### config.mk
export PLATFORM = sky130hd
export DESIGN_NAME = pwm_shadow_ctrl
export DESIGN_NICKNAME = d
export VERILOG_FILES = /design/src/rtl/pwm_pkg.sv /design/src/rtl/pwm_regdec.sv /design/src/rtl/pwm_chan.sv /design/src/rtl/pwm_shadow_ctrl.sv
export SDC_FILE = /design/constraint.sdc
export NUM_CORES = 1
export LEC_CHECK = 0
export BUFFER_PORTS_ARGS = -buffer_cell sky130_fd_sc_hd__buf_4
export CAP_MARGIN = 0
export CELL_PAD_IN_SITES_DETAIL_PLACEMENT = 0
export CELL_PAD_IN_SITES_GLOBAL_PLACEMENT = 2
export CORE_MARGIN = 1.5
export CORE_UTILIZATION = 38
export CTS_BUF_LIST = sky130_fd_sc_hd__clkbuf_16
export DETAILED_ROUTE_END_ITERATION = 10
export PLACE_DENSITY = 0.79
export SETUP_SLACK_MARGIN = 0.05
export SLEW_MARGIN = 30
export SYNTH_ARGS = -nofsm -noshare
export SYNTH_HDL_FRONTEND = slang
export SYNTH_SLANG_ARGS = --single-unit
### constraint.sdc
create_clock -name clk -period 3.34 [get_ports clk]
set_input_delay 0.501 -clock clk [delete_from_list [all_inputs] [get_ports clk]]
set_output_delay 0.501 -clock clk [all_outputs]
set_load 0.02 [all_outputs]
### src/rtl/pwm_pkg.sv
package pwm_pkg;
  localparam int unsigned NUM_CH       = 4;
  localparam int unsigned ADDR_W       = 12;
  localparam int unsigned DATA_W       = 32;
  localparam int unsigned CNT_W        = 16;
  localparam int unsigned DIV_W        = 2;
  localparam int unsigned CTRL_INV_BIT = 5;
  localparam logic [11:0] OFS_PER      = 12'h400;
  localparam logic [11:0] OFS_DUTY     = 12'h420;
  localparam logic [11:0] OFS_CTRL     = 12'h440;
endpackage

### src/rtl/pwm_regdec.sv
module pwm_regdec #(
  parameter int unsigned NUM_CH = pwm_pkg::NUM_CH,
  parameter int unsigned ADDR_W = pwm_pkg::ADDR_W,
  parameter int unsigned DATA_W = pwm_pkg::DATA_W,
  parameter int unsigned CNT_W  = pwm_pkg::CNT_W,
  parameter int unsigned DIV_W  = pwm_pkg::DIV_W
) (
  input  logic                          bus_wr_i,
  input  logic [ADDR_W-1:0]             bus_addr_i,
  input  logic [NUM_CH-1:0][CNT_W-1:0]  sh_per_i,
  input  logic [NUM_CH-1:0][CNT_W-1:0]  sh_duty_i,
  input  logic [NUM_CH-1:0][DIV_W-1:0]  sh_div_i,
  input  logic [NUM_CH-1:0]             sh_inv_i,
  output logic [NUM_CH-1:0]             wr_per_o,
  output logic [NUM_CH-1:0]             wr_duty_o,
  output logic [NUM_CH-1:0]             wr_ctrl_o,
  output logic [DATA_W-1:0]             rdata_o
);
  localparam logic [ADDR_W-1:0] A_PER  = ADDR_W'(pwm_pkg::OFS_PER);
  localparam logic [ADDR_W-1:0] A_DUTY = ADDR_W'(pwm_pkg::OFS_DUTY);
  localparam logic [ADDR_W-1:0] A_CTRL = ADDR_W'(pwm_pkg::OFS_CTRL);

  for (genvar c = 0; c < NUM_CH; c++) begin : g_dec
    localparam logic [ADDR_W-1:0] STRIDE = ADDR_W'(4 * c);
    assign wr_per_o[c]  = bus_wr_i && (bus_addr_i == A_PER  + STRIDE);
    assign wr_duty_o[c] = bus_wr_i && (bus_addr_i == A_DUTY + STRIDE);
    assign wr_ctrl_o[c] = bus_wr_i && (bus_addr_i == A_CTRL + STRIDE);
  end

  always_comb begin
    rdata_o = '0;
    for (int c = 0; c < NUM_CH; c++) begin
      if (bus_addr_i == A_PER + ADDR_W'(4 * c))
        rdata_o[CNT_W-1:0] = sh_per_i[c];
      if (bus_addr_i == A_DUTY + ADDR_W'(4 * c))
        rdata_o[CNT_W-1:0] = sh_duty_i[c];
      if (bus_addr_i == A_CTRL + ADDR_W'(4 * c)) begin
        rdata_o[DIV_W-1:0]                 = sh_div_i[c];
        rdata_o[pwm_pkg::CTRL_INV_BIT]     = sh_inv_i[c];
      end
    end
  end
endmodule

### src/rtl/pwm_chan.sv
module pwm_chan #(
  parameter int unsigned CNT_W = pwm_pkg::CNT_W,
  parameter int unsigned DIV_W = pwm_pkg::DIV_W
) (
  input  logic             clk,
  input  logic             rst_n,
  input  logic             tick_i,
  input  logic             wr_per_i,
  input  logic             wr_duty_i,
  input  logic             wr_ctrl_i,
  input  logic [CNT_W-1:0] wr_val_i,
  input  logic [DIV_W-1:0] wr_div_i,
  input  logic             wr_inv_i,
  output logic [CNT_W-1:0] sh_per_o,
  output logic [CNT_W-1:0] sh_duty_o,
  output logic [DIV_W-1:0] sh_div_o,
  output logic             sh_inv_o,
  output logic             pwm_o
);
  // widest step is 2^(2^DIV_W - 1) ticks, so the prescaler needs that many bits
  localparam int unsigned PRE_W = (1 << DIV_W) - 1;

  logic [CNT_W-1:0] act_per_q, act_duty_q, cnt_q;
  logic [DIV_W-1:0] act_div_q;
  logic             act_inv_q, pend_q;
  logic [PRE_W-1:0] pre_q, pre_lim;
  logic             running, step, last, commit;

  assign running = (act_per_q != '0);
  assign pre_lim = ~({PRE_W{1'b1}} << act_div_q);
  assign step    = running && tick_i && (pre_q == pre_lim);
  assign last    = (cnt_q == act_per_q - CNT_W'(1));
  assign commit  = pend_q && (!running || (step && last));

  always_ff @(posedge clk) begin
    if (!rst_n) begin
      sh_per_o   <= '0;
      sh_duty_o  <= '0;
      sh_div_o   <= '0;
      sh_inv_o   <= 1'b0;
      act_per_q  <= '0;
      act_duty_q <= '0;
      act_div_q  <= '0;
      act_inv_q  <= 1'b0;
      pend_q     <= 1'b0;
      cnt_q      <= '0;
      pre_q      <= '0;
    end else begin
      if (wr_per_i)  sh_per_o  <= wr_val_i;
      if (wr_duty_i) sh_duty_o <= wr_val_i;
      if (wr_ctrl_i) begin
        sh_div_o <= wr_div_i;
        sh_inv_o <= wr_inv_i;
      end
      pend_q <= wr_per_i || (pend_q && !commit);
      if (commit) begin
        act_per_q  <= sh_per_o;
        act_duty_q <= sh_duty_o;
        act_div_q  <= sh_div_o;
        act_inv_q  <= sh_inv_o;
        cnt_q      <= '0;
        pre_q      <= '0;
      end else if (step) begin
        pre_q <= '0;
        cnt_q <= last ? '0 : cnt_q + CNT_W'(1);
      end else if (running && tick_i) begin
        pre_q <= pre_q + PRE_W'(1);
      end
    end
  end

  assign pwm_o = running && ((cnt_q < act_duty_q) ^ act_inv_q);

  p_hold_unless_pending_r5: assert property (@(posedge clk) disable iff (!rst_n)
    !pend_q |=> ($stable(act_per_q) && $stable(act_duty_q)
                 && $stable(act_div_q) && $stable(act_inv_q)));
  p_pend_on_write_r6: assert property (@(posedge clk) disable iff (!rst_n)
    wr_per_i |=> pend_q);
  p_cnt_in_range_r3: assert property (@(posedge clk) disable iff (!rst_n)
    running |-> (cnt_q < act_per_q));
  p_pre_in_range_r3: assert property (@(posedge clk) disable iff (!rst_n)
    running |-> (pre_q <= pre_lim));
  p_no_step_without_tick_r10: assert property (@(posedge clk) disable iff (!rst_n)
    (!tick_i && !pend_q) |=> $stable(cnt_q));
endmodule

### src/rtl/pwm_shadow_ctrl.sv
module pwm_shadow_ctrl #(
  parameter int unsigned NUM_CH = pwm_pkg::NUM_CH,
  parameter int unsigned ADDR_W = pwm_pkg::ADDR_W,
  parameter int unsigned DATA_W = pwm_pkg::DATA_W,
  parameter int unsigned CNT_W  = pwm_pkg::CNT_W,
  parameter int unsigned DIV_W  = pwm_pkg::DIV_W
) (
  input  logic              clk,
  input  logic              rst_n,
  input  logic              tick_i,
  input  logic              bus_wr_i,
  input  logic [ADDR_W-1:0] bus_addr_i,
  input  logic [DATA_W-1:0] bus_wdata_i,
  output logic [DATA_W-1:0] bus_rdata_o,
  output logic [NUM_CH-1:0] pwm_o
);
  logic [NUM_CH-1:0][CNT_W-1:0] sh_per, sh_duty;
  logic [NUM_CH-1:0][DIV_W-1:0] sh_div;
  logic [NUM_CH-1:0]            sh_inv, wr_per, wr_duty, wr_ctrl;
  logic                         unused_wdata;

  assign unused_wdata = ^bus_wdata_i[DATA_W-1:CNT_W];

  pwm_regdec #(
    .NUM_CH(NUM_CH), .ADDR_W(ADDR_W), .DATA_W(DATA_W), .CNT_W(CNT_W), .DIV_W(DIV_W)
  ) regdec_i (
    .bus_wr_i   (bus_wr_i),
    .bus_addr_i (bus_addr_i),
    .sh_per_i   (sh_per),
    .sh_duty_i  (sh_duty),
    .sh_div_i   (sh_div),
    .sh_inv_i   (sh_inv),
    .wr_per_o   (wr_per),
    .wr_duty_o  (wr_duty),
    .wr_ctrl_o  (wr_ctrl),
    .rdata_o    (bus_rdata_o)
  );

  for (genvar c = 0; c < NUM_CH; c++) begin : g_ch
    pwm_chan #(.CNT_W(CNT_W), .DIV_W(DIV_W)) chan_i (
      .clk       (clk),
      .rst_n     (rst_n),
      .tick_i    (tick_i),
      .wr_per_i  (wr_per[c]),
      .wr_duty_i (wr_duty[c]),
      .wr_ctrl_i (wr_ctrl[c]),
      .wr_val_i  (bus_wdata_i[CNT_W-1:0]),
      .wr_div_i  (bus_wdata_i[DIV_W-1:0]),
      .wr_inv_i  (bus_wdata_i[pwm_pkg::CTRL_INV_BIT]),
      .sh_per_o  (sh_per[c]),
      .sh_duty_o (sh_duty[c]),
      .sh_div_o  (sh_div[c]),
      .sh_inv_o  (sh_inv[c]),
      .pwm_o     (pwm_o[c])
    );
  end

  p_one_strobe_r9: assert property (@(posedge clk) disable iff (!rst_n)
    $onehot0({wr_per, wr_duty, wr_ctrl}));
endmodule

Word level (Yosys, flattened, before mapping) --
Index checks and enable logic that the tools add are counted.
Operators by class: add/subtract/negate cells 12, order comparisons 4, mux-type cells 20, eq/ne operators 20, bitwise gates (word level) 9, reductions and logical operators 64, shift-type cells 4
Operator list (count):
- $mux W16 | 12
- $eq A12 B11 Y1 const B | 12
- $add A16 B1 Y16 const B | 4
- $eq A16 B16 Y1 | 4
- $lt A16 B16 Y1 | 4
- $reduce_bool A16 Y1 | 4
- $sub A16 B1 Y16 const B | 4
- $logic_and A1 B1 Y1 | 36
- $add A3 B1 Y3 const B | 4
- $eq A3 B3 Y1 | 4
- $not A3 Y3 | 4
- $reduce_or A3 Y1 | 4
- $shl A3 B2 Y3 const A | 4
- $logic_not A1 Y1 | 8
- $logic_or A1 B1 Y1 | 8
- $mux W2 | 4
- $reduce_or A2 Y1 | 4
- $mux W1 | 4
- $xor A1 B1 Y1 | 4
- $not A1 Y1 | 1
Word-level totals: bits of input ports 48, output and inout port bits 36, bits in registers 360, logic and storage cells 177

Depth between registers and ports, before layout --
word-level depth 13, depth in mapped cells 13

By module --
A second synthesis with hierarchy kept.
Unflattened totals: cells, all modules 2314, area, all modules 20552.2 um2
Modules (own cells, without submodules):
- pwm_chan | area an instance 4710.8 um2, cells each 503, instances 4, seq. area each 1801.7 um2
- pwm_regdec | area an instance 1709.1 um2, cells each 302, instances 1, seq. area each 0.0 um2

Least setup slack after synthesis --
No wires, ideal clock.
path type input port to output port, start input bus_addr_i[4], end output bus_rdata_o[1], buffers on the path 1, stages 8, setup slack 0.172 ns, required time 2.839 ns, data arrival time 2.667 ns, cell sequence or4_1 > clkbuf_1 > nor4_1 > a221o_1 > a21oi_1 > o31a_1 > nand2_1 > a22o_1
Between the ends: cells in the longest elaborated chain, start to end 13, elaborated cells between the ends (all ways) 24, classes of those cells eq/ne: 12; mux: 12
Ends and longest elaborated chain:
- from (decl) | RTL line pwm_shadow_ctrl.sv:12 | input logic [ADDR_W-1:0] bus_addr_i,
- $eq A12 B11 Y1 | RTL line pwm_regdec.sv:33 | if (bus_addr_i == A_PER + ADDR_W'(4 * c))
- $mux W16 | RTL line pwm_regdec.sv:33
- $mux W16 | RTL line pwm_regdec.sv:35 | if (bus_addr_i == A_DUTY + ADDR_W'(4 * c))
- $mux W2 | RTL line pwm_regdec.sv:37 | if (bus_addr_i == A_CTRL + ADDR_W'(4 * c)) begin
- $mux W16 | RTL line pwm_regdec.sv:33
- $mux W16 | RTL line pwm_regdec.sv:35
- $mux W2 | RTL line pwm_regdec.sv:37
- $mux W16 | RTL line pwm_regdec.sv:33
- $mux W16 | RTL line pwm_regdec.sv:35
- $mux W2 | RTL line pwm_regdec.sv:37
- $mux W16 | RTL line pwm_regdec.sv:33
- $mux W16 | RTL line pwm_regdec.sv:35
- $mux W2 * | RTL line pwm_regdec.sv:37
- to (decl) | RTL line pwm_shadow_ctrl.sv:14 | output logic [DATA_W-1:0] bus_rdata_o,
Every way passes the cells marked *; elsewhere a longest branch is shown, timed or not.

Final worst setup path --
start input bus_addr_i[9], end output bus_rdata_o[0]
Same word-level chain as after synthesis.

==> results.toml <==
[critical_path]
worstSetupPathType = "in2out"
cp.required_ns = 2.84
startpoint = "bus_addr_i[9]"
r2r_cells = 12
cp-start-kind = "input pin"
endpoint = "bus_rdata_o[0]"
crit-reg2reg-launch = "g_ch[2].chan_i.act_per_q[1]"
regToRegEndpoint = "g_ch[2].chan_i.act_div_q[0]"
end_kind = "output port"
worst-path-max-fanout = 5
r2r_slack_ns = 0.20
crit_arrival_ns = 2.75

[drt]
drc = 0
totalWireLength_um = 64900
ant_nets = 0
wl_per_cell_um = 20.4
dr.pass1.iters = 6
drt_iter0_markers = 1388
vias = 17600
vias_per_cell = 5.55

[hold_path]
hold_path.startpoint = "bus_wdata_i[8]"
hold_class = "in2reg"

[sta]
finalHoldViolations = 0
tightest_slew_ns = 0.846
slew_viol_final = 0
fin_crit_sh_pct = 97.4
rsz0062_at_grt = "true"
skew_ns = 0.0178
setup-violations-final = 0
fin_ws_ns = 0.0882
fin_worst_hold_slack_ns = 0.232
period_needed_ns = 3.25
relSlewSlack_pct = 43.5
clock.fmax_mhz = 308

[final_layout]
ff_latch_area_sq_um = 7220
final_common_cell = "nand2_1"
multi_input_area_sq_um = 11500
drive_gt1_share_pct = 12.1
final_cell_mix = "nand2_1, dfxtp_1, a21oi_1, nor2_1, nand3_1"
areaGrowthSynthToFinish_pct = 14.2
layout.nets = 2586
fill_cells = 5121

[yosys]
yosys-top-cells-area = "dfxtp_1, nand2_1, a21oi_1"
yosysTopAreaCellShare_pct = 36.4
synthesis.area_sq_um = 19800
yosys_most_used_dff = "dfxtp_1"
synth_area_leader_cell = "dfxtp_1"
yosysWarnings = 0
ys_types = 95
ys_seq_area_share_pct = 36.4
synth-edff-count = 0
async_reset_ff_share_pct = 0
avgSynthCellArea_sq_um = 8.04
ys_ff_latch = 360
netlist_instances = 2460

[global_route]
grt_overflow = 0
first_global_vias = 16500
grt_max_degree = 108
track_usage_pct = 24.0
grt_pass1_wl_um = 99500
grt_antenna_before_repair = 2

[place]
gp_congestion = 0.929
port_buffers = 51
dpl_worst_slack_ns = -0.0876
dp_hpwl_um = 47700

[floorplanning]
die_w_um = 231
die-area_sq_um = 53400
coreArea_sq_um = 51400
num_rows = 83
initial_utilization_pct = 38.5
die_h_um = 231
io_pins = 84

[clock_network]
cts_tree = "built"
clock_latency_ns = 0.58
clkTransAtPathRegs_ns = 0.06
h-tree-depth = 2
clk_path_buf_depth = 3
cts-root-buf = "clkbuf_16"
cts_made_buffers = 44
cts_sinks = 360
cts_hold_buf = 0

[job]
maxCapViolations = 0

[power]
cellLeakagePower_nw = 8.10
peakVddDrop_uv = 393
powerDensity_nw_per_um2 = 423
totalPowerFinal_mw = 9.55

[run_status]
status = "complete, no violations"
metal layers:
metal / share of wire (%) / GRT usage (%) / up-vias
met5: 0 / 0 / -
li1: - / - / 8641
met2: 45 / 37.8 / 441
met4: 2.1 / 6.47 / 0
met3: 5.4 / 4.32 / 79
met1: 47 / 33.4 / 8479
worst max-delay path, stage by stage:
cell	delay [ns]
buf_6	0.09
or4b_4	0.58
nor2_4	0.14
nand3b_1	0.23
buf_4	0.23
nor2_2	0.27
a22oi_1	0.15
a32oi_1	0.26
buf_4	0.16
buf_4	0.13
stage by stage:
step           utilization, %  std cells  setup TNS [ns]  area [sq um]
2_1_floorplan               -       2475               0         19800
3_3_place_gp             40.4       3087         -0.0734         20800
3_5_place_dp             40.4       3087          -0.123         20800
4_1_cts                  43.4       3164               0         22300
5_1_grt                  43.9       3177               0         22600
6_report                 44.0       3178               0         22600
flip-flops by register name, indices dropped and copies added, names as in the netlist:
signal	flops
g_ch.chan_i.sh_per_o	64
g_ch.chan_i.act_per_q	64
g_ch.chan_i.cnt_q	64
g_ch.chan_i.act_div_q	8
g_ch.chan_i.sh_duty_o	64
g_ch.chan_i.sh_inv_o	4
g_ch.chan_i.act_inv_q	4
g_ch.chan_i.act_duty_q	64
g_ch.chan_i.sh_div_o	8
g_ch.chan_i.pre_q	12
g_ch.chan_i.pend_q	4
final cells by class:
class	instances	share of cell area [%]
repair buffers	138	5.24
diodes	1	0.0111
multi-input cells	1829	50.9
well taps	680	3.77
clock inverters	32	1.58
inverters	93	1.57
flip-flops and latches	360	32.0
clock buffers	45	4.98
synthesized netlist by cell type, drive strengths merged, types with 8 or more instances:
library cell  number
o21ai             95
clkbuf           127
a211oi            14
a22o              15
and4               8
a21o              27
and3              31
o211ai            31
a32o              18
buf               66
xnor2             91
mux2i             44
a21oi            229
nand3            135
a221oi            17
o22ai              8
ha                72
or4                9
a22oi             32
nand4             30
nand3b            10
nor2b             12
nor2             150
nand2b            12
nor4              17
nand2            418
xor2              60
and2              19
inv               92
dfxtp            360
nor3              46
o221ai            21
or3               17
a21boi            11
mux2              20
o21a              23
where the power goes:
| group | leakage, nW | switching, mW | internal (mW) |
|---|---|---|---|
| sequential | 2.90 | 0.000289 | 4.29 |
| combinational | 4.44 | 0.185 | 0.0485 |
| clock | 0.755 | 1.97 | 3.05 |
| total | 8.10 | 2.15 | 7.39 |
cells by family (layout without fill, tap and decap cells):
group                    count (synthesis)  after routing  share of synthesized area, %
AO/OA/AOI/OAI                          592            592                          19.8
XOR/XNOR                               151            151                          6.68
adder cells (fa/ha/maj)                 72             72                          4.55
buffers and inverters                  286            308                          6.54
flip-flops                             360            360                          36.4
multiplexers                            64             64                          3.55
other                                    1             17                        0.0190
AND/OR/NAND/NOR                        934            934                          22.4
repair_timing:
| item | in CTS | in global routing |
|---|---|---|
| cloned | 0 | 1 |
| gates resized for setup | 13 | 36 |
| pin swaps | 1 | 19 |
| buffers inserted | 0 | 12 |
| endpoints found under the setup margin | 6 | 66 |
worst min path at each step:
stage | cells after the start | slack (ns) | end
after floorplan | 2 | 0.43 | g_ch[0].chan_i.act_duty_q[10]
after global placement | 2 | 0.45 | g_ch[0].chan_i.act_duty_q[8]
after detailed placement | 2 | 0.45 | g_ch[0].chan_i.act_duty_q[9]
after CTS | 3 | 0.20 | g_ch[3].chan_i.sh_duty_o[8]
after global routing | 3 | 0.23 | g_ch[1].chan_i.sh_per_o[8]
final | 3 | 0.23 | g_ch[3].chan_i.sh_duty_o[8]
(Power assumes the default switching activity.)
